$ cat src/rtl/xbus_pkg.sv
package xbus_pkg;
  typedef enum logic [1:0] {
    PH_T0 = 2'd0,
    PH_T1 = 2'd1,
    PH_T2 = 2'd2,
    PH_T3 = 2'd3
  } xb_phase_e;

  typedef struct packed {
    logic act;
    logic wr;
    logic dsp;
  } xb_ctl_t;
endpackage

$ cat src/rtl/xbus_phase_seq.sv
module xbus_phase_seq
  import xbus_pkg::*;
(
  input  logic      clk,
  input  logic      rst,
  output xb_phase_e phase,
  output logic      cyc_start,
  output logic      t1_end,
  output logic      t2_end
);
  xb_phase_e ph_q;

  always_ff @(posedge clk) begin
    if (rst) ph_q <= PH_T0;
    else     ph_q <= xb_phase_e'(ph_q + 2'd1);
  end

  assign phase     = ph_q;
  assign cyc_start = (ph_q == PH_T3);
  assign t1_end    = (ph_q == PH_T1);
  assign t2_end    = (ph_q == PH_T2);

  assert_phase_wrap_R2: assert property (@(posedge clk) disable iff (rst)
    (ph_q == PH_T3) |=> (ph_q == PH_T0));
  assert_phase_restart_R2: assert property (@(posedge clk)
    (!rst && $past(rst)) |-> (ph_q == PH_T0));
endmodule

$ cat src/rtl/xbus_addr_drv.sv
module xbus_addr_drv
  import xbus_pkg::*;
#(
  parameter int AW = 16
) (
  input  logic          clk,
  input  logic          rst,
  input  logic          mstr,
  input  logic          cyc_start,
  input  logic          req,
  input  logic          wr,
  input  logic          dsp,
  input  logic [AW-1:0] addr_in,
  output xb_ctl_t       ctl,
  output logic [AW-1:0] addr_o,
  output logic          addr_oe,
  output logic          sel_o,
  output logic          sel_oe
);
  logic          take;
  logic [AW-1:0] addr_q;
  logic          sel_q;
  logic          oe_q;
  xb_ctl_t       ctl_q;

  assign take = req && mstr;

  always_ff @(posedge clk) begin
    if (rst) begin
      addr_q <= '0;
      sel_q  <= 1'b1;
      oe_q   <= 1'b0;
      ctl_q  <= '0;
    end else begin
      oe_q <= mstr;
      if (cyc_start) begin
        ctl_q.act <= take;
        ctl_q.wr  <= wr;
        ctl_q.dsp <= dsp;
        sel_q     <= take ? !dsp : 1'b1;
        if (take) addr_q <= addr_in;
      end
    end
  end

  assign ctl     = ctl_q;
  assign addr_o  = addr_q;
  assign addr_oe = oe_q;
  assign sel_o   = sel_q;
  assign sel_oe  = oe_q;

  assert_addr_hold_mid_R3: assert property (@(posedge clk) disable iff (rst)
    !cyc_start |=> $stable(addr_q));
  assert_addr_idle_hold_R4: assert property (@(posedge clk) disable iff (rst)
    (cyc_start && !take) |=> $stable(addr_q));
  assert_sel_park_R6: assert property (@(posedge clk) disable iff (rst)
    (cyc_start && !take) |=> sel_q);
  assert_sel_mid_R6: assert property (@(posedge clk) disable iff (rst)
    !cyc_start |=> $stable(sel_q));
  assert_refused_idle_R10: assert property (@(posedge clk) disable iff (rst)
    (cyc_start && !mstr) |=> !ctl_q.act);
endmodule

$ cat src/rtl/xbus_data_drv.sv
module xbus_data_drv
  import xbus_pkg::*;
#(
  parameter int DW = 16
) (
  input  logic          clk,
  input  logic          rst,
  input  xb_phase_e     phase,
  input  logic          cyc_start,
  input  logic          t1_end,
  input  logic          t2_end,
  input  xb_ctl_t       ctl,
  input  logic [DW-1:0] wdata_in,
  input  logic [DW-1:0] bus_in,
  output logic [DW-1:0] bus_out,
  output logic          bus_oe,
  output logic [DW-1:0] rdata,
  output logic          rvalid
);
  logic [DW-1:0] wd_q;
  logic [DW-1:0] rd_q;
  logic          oe_q;
  logic          rv_q;

  always_ff @(posedge clk) begin
    if (rst) begin
      wd_q <= '0;
      rd_q <= '0;
      oe_q <= 1'b0;
      rv_q <= 1'b0;
    end else begin
      if (cyc_start) wd_q <= wdata_in;
      if (t1_end)         oe_q <= ctl.act && ctl.wr;
      else if (cyc_start) oe_q <= 1'b0;
      rv_q <= t2_end && ctl.act && !ctl.wr;
      if (t2_end && ctl.act && !ctl.wr) rd_q <= bus_in;
    end
  end

  assign bus_out = wd_q;
  assign bus_oe  = oe_q;
  assign rdata   = rd_q;
  assign rvalid  = rv_q;

  assert_drive_window_R7: assert property (@(posedge clk) disable iff (rst)
    oe_q |-> (phase == PH_T2 || phase == PH_T3));
  assert_drive_rise_R7: assert property (@(posedge clk) disable iff (rst)
    (t1_end && ctl.act && ctl.wr) |=> oe_q);
  assert_no_drive_read_R8: assert property (@(posedge clk) disable iff (rst)
    oe_q |-> (ctl.act && ctl.wr));
  assert_rvalid_t3_R9: assert property (@(posedge clk) disable iff (rst)
    rv_q |-> (phase == PH_T3 && !oe_q));
endmodule

$ cat src/rtl/xbus_phase_unit.sv
module xbus_phase_unit
  import xbus_pkg::*;
#(
  parameter int AW = 16,
  parameter int DW = 16
) (
  input  logic          clk,
  input  logic          rst,
  input  logic          bus_master_i,
  input  logic          acc_req_i,
  input  logic [AW-1:0] acc_addr_i,
  input  logic          acc_wr_i,
  input  logic          acc_dspace_i,
  input  logic [DW-1:0] acc_wdata_i,
  output logic [DW-1:0] rd_data_o,
  output logic          rd_valid_o,
  output logic [1:0]    phase_o,
  output logic [AW-1:0] xa_o,
  output logic          xa_oe_o,
  output logic          msel_o,
  output logic          msel_oe_o,
  output logic [DW-1:0] xd_o,
  output logic          xd_oe_o,
  input  logic [DW-1:0] xd_i
);
  xb_phase_e phase;
  logic      cyc_start;
  logic      t1_end;
  logic      t2_end;
  xb_ctl_t   ctl;

  xbus_phase_seq seq_i (
    .clk       (clk),
    .rst       (rst),
    .phase     (phase),
    .cyc_start (cyc_start),
    .t1_end    (t1_end),
    .t2_end    (t2_end)
  );

  xbus_addr_drv #(.AW(AW)) adr_i (
    .clk       (clk),
    .rst       (rst),
    .mstr      (bus_master_i),
    .cyc_start (cyc_start),
    .req       (acc_req_i),
    .wr        (acc_wr_i),
    .dsp       (acc_dspace_i),
    .addr_in   (acc_addr_i),
    .ctl       (ctl),
    .addr_o    (xa_o),
    .addr_oe   (xa_oe_o),
    .sel_o     (msel_o),
    .sel_oe    (msel_oe_o)
  );

  xbus_data_drv #(.DW(DW)) dat_i (
    .clk       (clk),
    .rst       (rst),
    .phase     (phase),
    .cyc_start (cyc_start),
    .t1_end    (t1_end),
    .t2_end    (t2_end),
    .ctl       (ctl),
    .wdata_in  (acc_wdata_i),
    .bus_in    (xd_i),
    .bus_out   (xd_o),
    .bus_oe    (xd_oe_o),
    .rdata     (rd_data_o),
    .rvalid    (rd_valid_o)
  );

  assign phase_o = phase;

  assert_reset_quiet_R1: assert property (@(posedge clk)
    $past(rst) |-> (!xa_oe_o && !msel_oe_o && !xd_oe_o && !rd_valid_o));
  assert_pins_agree_R5: assert property (@(posedge clk)
    xa_oe_o == msel_oe_o);
endmodule

$ cat config.mk
export PLATFORM = sky130hd
export DESIGN_NAME = xbus_phase_unit
export DESIGN_NICKNAME = d
export VERILOG_FILES = /design/src/rtl/xbus_pkg.sv /design/src/rtl/xbus_phase_seq.sv /design/src/rtl/xbus_addr_drv.sv /design/src/rtl/xbus_data_drv.sv /design/src/rtl/xbus_phase_unit.sv
export SDC_FILE = /design/constraint.sdc
export NUM_CORES = 1
export LEC_CHECK = 0
export BUFFER_PORTS_ARGS = -buffer_cell sky130_fd_sc_hd__buf_2
export CAP_MARGIN = 20
export CORE_UTILIZATION = 39
export CTS_BUF_LIST = sky130_fd_sc_hd__clkbuf_8 sky130_fd_sc_hd__clkbuf_16
export CTS_CLUSTER_DIAMETER = 60
export DETAILED_ROUTE_END_ITERATION = 8
export PLACE_DENSITY_LB_ADDON = 0.05
export SLEW_MARGIN = 20
export SYNTH_ARGS = -nofsm -noshare
export SYNTH_HDL_FRONTEND = slang
export SYNTH_SLANG_ARGS = --single-unit
$ cat constraint.sdc
create_clock -name clk -period 1.5 [get_ports clk]
set_clock_uncertainty 0.1 [all_clocks]
set_input_delay 0.225 -clock clk [delete_from_list [all_inputs] [get_ports clk]]
set_output_delay 0.225 -clock clk [all_outputs]
set_load 0.01 [all_outputs]
### After elaboration in Yosys (flattened, before gate mapping)

Index checks and enable logic that the tools add are counted.
Widths: inputs -> output; s select.

| storage, ports and cells | value |
|---|---|
| word-level logic and storage cells | 25 |
| output and inout port bits | 55 |
| register bits after elaboration | 56 |
| latch bits | 0 |
| RAM bits | 0 |
| memories kept | 0 |
| memory bits (read-only) | 0 |

| operators by class | value |
|---|---|
| muxes and demuxes | 3 |
| shift-type cells | 0 |
| divide/modulo/power cells | 0 |
| equality and inequality tests | 3 |
| reduce and logical (&&, ||, !) cells | 8 |
| magnitude comparators | 0 |
| multiply operators | 0 |
| $add $sub $neg | 1 |
| bitwise logic cells | 0 |

Operators with widths:

| operator | number |
|---|---|
| $eq 2x2->1 const B | 2 |
| $logic_and 1x1->1 | 4 |
| $mux 1 | 3 |
| $add 2x1->2 const B | 1 |
| $eq 2x1->1 const B | 1 |
| $logic_not 1->1 | 2 |
| $reduce_and 2->1 | 1 |
| $reduce_bool 2->1 | 1 |

### Depth between registers and ports, before layout

| logic depth | value |
|---|---|
| word-level depth | 3 |
| mapped depth | 6 |
| depth with buffers taken out | 4 |

### Cells and area by module

A second synthesis with hierarchy kept.

| unflattened totals | value |
|---|---|
| cell total of the unflattened synthesis | 226 |
| area total of the unflattened synthesis | 2387.3 um^2 |

By module, submodules not included:

| module | sequential area each (um^2) | area each (um^2) | instances | cells each |
|---|---|---|---|---|
| xbus_data_drv | 680.7 | 1366.3 | 1 | 128 |
| xbus_addr_drv | 420.4 | 928.4 | 1 | 89 |
| xbus_phase_seq | 40.0 | 92.6 | 1 | 9 |

### Worst setup path after synthesis

No wires, ideal clock.

| timing | value |
|---|---|
| path type | reg-to-reg |
| from | register seq_i.ph_q[0] (netlist: seq_i.phase[0]) |
| to | register adr_i.addr_q[10] (netlist: adr_i.addr_o[10]) |
| cell stages (with the launch flop) | 7 |
| arrival time | 1.299 ns |
| library setup time | 0.072 ns |
| data required time | 1.328 ns |
| path buffers | 3 |
| slack | 0.030 ns |
| path through | dfxtp_1 > ha_1 > buf_2 > and3_4 > buf_6 > buf_6 > mux2i_1 |

| on the way | value |
|---|---|
| cells in the longest elaborated chain, start to end | 2 |

RTL lines:

| element | RTL line | text |
|---|---|---|
| start, declared | xbus_phase_seq.sv:11 | `xb_phase_e ph_q;` |
| start signal, assigned | xbus_phase_seq.sv:15 | `else ph_q <= xb_phase_e'(ph_q + 2'd1);` |
| $eq 2x2->1 | xbus_phase_seq.sv:19 | `assign cyc_start = (ph_q == PH_T3);` |
| $reduce_and 2->1 (no source line) | -- |  |
| end signal, assigned | xbus_addr_drv.sv:41 | `if (take) addr_q <= addr_in;` |
| end, declared | xbus_addr_drv.sv:21 | `logic [AW-1:0] addr_q;` |

Every way passes these cells.
A chain may end at the register's enable or synchronous reset.

### Final worst setup path

| timing | value |
|---|---|
| from | register seq_i.ph_q[0] (netlist: seq_i.phase[0]) |
| to | register adr_i.addr_q[12] (netlist: adr_i.addr_o[12]) |

The elaborated chain is that of the path after synthesis.

==> results.cfg <==
[clock_network]
clock_latency_ps = 300
cts_sinks = 56
cts-root-buf = clkbuf_8
htree_levels = 2
clockBufferDepth = 2
cts_tree = built
numCtsBuffers = 5
clkTransAtPathRegs_ps = 90

[detailed_routing]
routed_wl_um = 4640
antenna_left = 0
avgRoutedWirePerCell_um = 11.5
dr.first_iter.drc_count = 52
drt_first_pass_iters = 4
via_per_inst = 4.42
drcViolationCount = 0
vias = 1784

[worst_setup_path]
startpoint_type = register
cp_max_fo = 5
reg2reg_from = seq_i.phase[0]$_SDFF_PP0_
crit_path_start = seq_i.phase[0]$_SDFF_PP0_
arrival_ps = 1520
r2r.worst_path.cells = 4
critical_path_class = reg -> reg
critPathCaptureType = register
required_ps = 1640

[min_path]
holdCritPathClass = in -> reg
min_path_cells = 3
min_from = acc_wdata_i[4]

[timing]
tightest_slew_ps = 277
fin_ws_ps = 117
slew_viol_final = 0
fmax_mhz = 723
fin_tns_setup_ps = 0
relSlewSlack_pct = 81.5
rsz0062_at_grt = no
layout_worst_path_cycle_share_pct = 92.2
hold_ws_ps = 50.2
setup_viol = 0
hold_viol_final = 0
fin_crit_ps = 1380

[synth]
synth.area.top_cells = dfxtp_1 48%, mux2i_1 21%, nand2b_1 18%
synth_area_leader_cell = dfxtp_1
ys_seq_area_share_pct = 48.3
syn_area_per_cell_um2 = 10.4
syn_nets = 280
syn_inst = 223
ys_warn_count = 0
ys_ff_latch = 56
ys_types = 18
synthesis.area_mm2 = 0.00232
synth_top_area_share_pct = 48.3

[pwr]
ir_drop_v = 0.000577
p_leak_nw = 1.38
p_per_area_mw_per_mm2 = 857

[finish]
antennaDiodeCount = 0
mostFrequentLayoutCell = buf_2
fin_area_mm2 = 0.00305
final_cell_mix = 108 x buf_2, 65 x nand2b_1, 56 x dfxtp_1
nets = 388
syn_to_final_growth_pct = 31.6
drive_above_1_share_pct = 38.6
final_cells = 404

[die]
rows = 27
core_area_mm2 = 0.00561
io_pins = 109
die_h_um = 79.1
dieArea_mm2 = 0.00626
initial_core_util_pct = 41.4
die_x_um = 79.1

[global_route]
antenna_found_initial = 0
grtUsageMet3_pct = 3.68
gr-usage-met1_pct = 18.1
grt_pass1_vias = 1714
grt_pass1_wl_um = 7400
grt-ovfl-total = 0
grt_max_degree = 89
gr-usage-met2_pct = 24.9
grt-busiest-layer = met2
grt_usage_pct = 15.0

[placed_design]
placed_cells = 391
place_ws_ps = 43.0
port_buffers = 108
gp_congestion = 0.782
postPlaceCellArea_mm2 = 0.00291
dp_hpwl_um = 3200

[run]
drv_cap = 0

[run_status]
status = completed
## final cells by class
type	instances	area (um2)
Fill cell	542	2550
Clock buffer	6	82.6
Inverter	2	7.51
Multi-Input combinational cell	148	1090
Clock inverter	2	10.0
Sequential cell	56	1120
Timing Repair Buffer	118	653
Tap cell	72	90.1
## metal layers
metal	routed length, um	vias to the layer above
li1	-	927
met5	0	-
met4	102	0
met3	285	9
met1	2070	789
met2	2180	59
## metrics by stage
| stage | power [W] | util [%] |
|---|---|---|
| final | 0.00262 | 54.5 |
| after global routing | 0.00275 | 54.5 |
| after CTS | 0.00267 | 53.5 |
| after detailed placement | 0.00183 | 51.9 |
| after global placement | 0.00183 | 51.9 |
| after floorplan | 0.00171 | - |
## sequential cells by signal, indices dropped and copies added (netlist names)
register and count:
dat_i.rdata 16, adr_i.addr_oe 1, dat_i.bus_oe 1, adr_i.addr_o 16
adr_i.ctl 2, adr_i.sel_o 1, dat_i.bus_out 16, dat_i.rvalid 1
seq_i.phase 2
## critical path, cell delays in order, from the launching register on
cell and delay, ps:
dfxtp_1 420, ha_2 250, and3_4 240, buf_4 140
mux2i_1 170
## Yosys cell counts
cell,n
nor2b_1,2
or3b_1,1
nand3_1,2
and4_1,1
and3_4,1
and3b_1,1
buf_6,4
inv_1,2
buf_4,1
nor2_1,20
o21bai_1,1
nand2b_1,65
mux2i_1,49
dfxtp_1,56
ha_1,3
clkbuf_1,6
buf_2,6
a21oi_1,2
## what timing repair did
item	CTS	global route
endpoints found under the setup margin	0	16
hold buffers	0	0
buffers inserted	0	5
gates resized for setup	0	1
## where the power goes
part           internal, W  leakage [nW]  switching, W
Sequential         0.00151         0.453     0.0000165
Combinational     0.000148         0.877      0.000116
Clock             0.000369        0.0510      0.000454
Total              0.00203          1.38      0.000587
## path summary, 6_finish.rpt
kind	to	slack, ps
hold / removal	dat_i.bus_out[4]$_SDFFE_PP0P_	50
setup reg to reg	adr_i.addr_o[12]$_SDFFE_PP0P_	120
setup / recovery	adr_i.addr_o[12]$_SDFFE_PP0P_	120
hold reg to reg	adr_i.addr_o[6]$_SDFFE_PP0P_	370
## logic make-up (layout without fill, tap and decap cells)
logic type | count (synthesis) | after routing | share of synthesized area (%)
buf+inv | 19 | 128 | 4.85
flops | 56 | 56 | 48.3
mux | 49 | 49 | 21.1
fa+ha+maj | 3 | 3 | 1.62
compound gates | 3 | 3 | 0.755
simple gates | 93 | 93 | 23.3
Power figures use the tool's default switching activity.
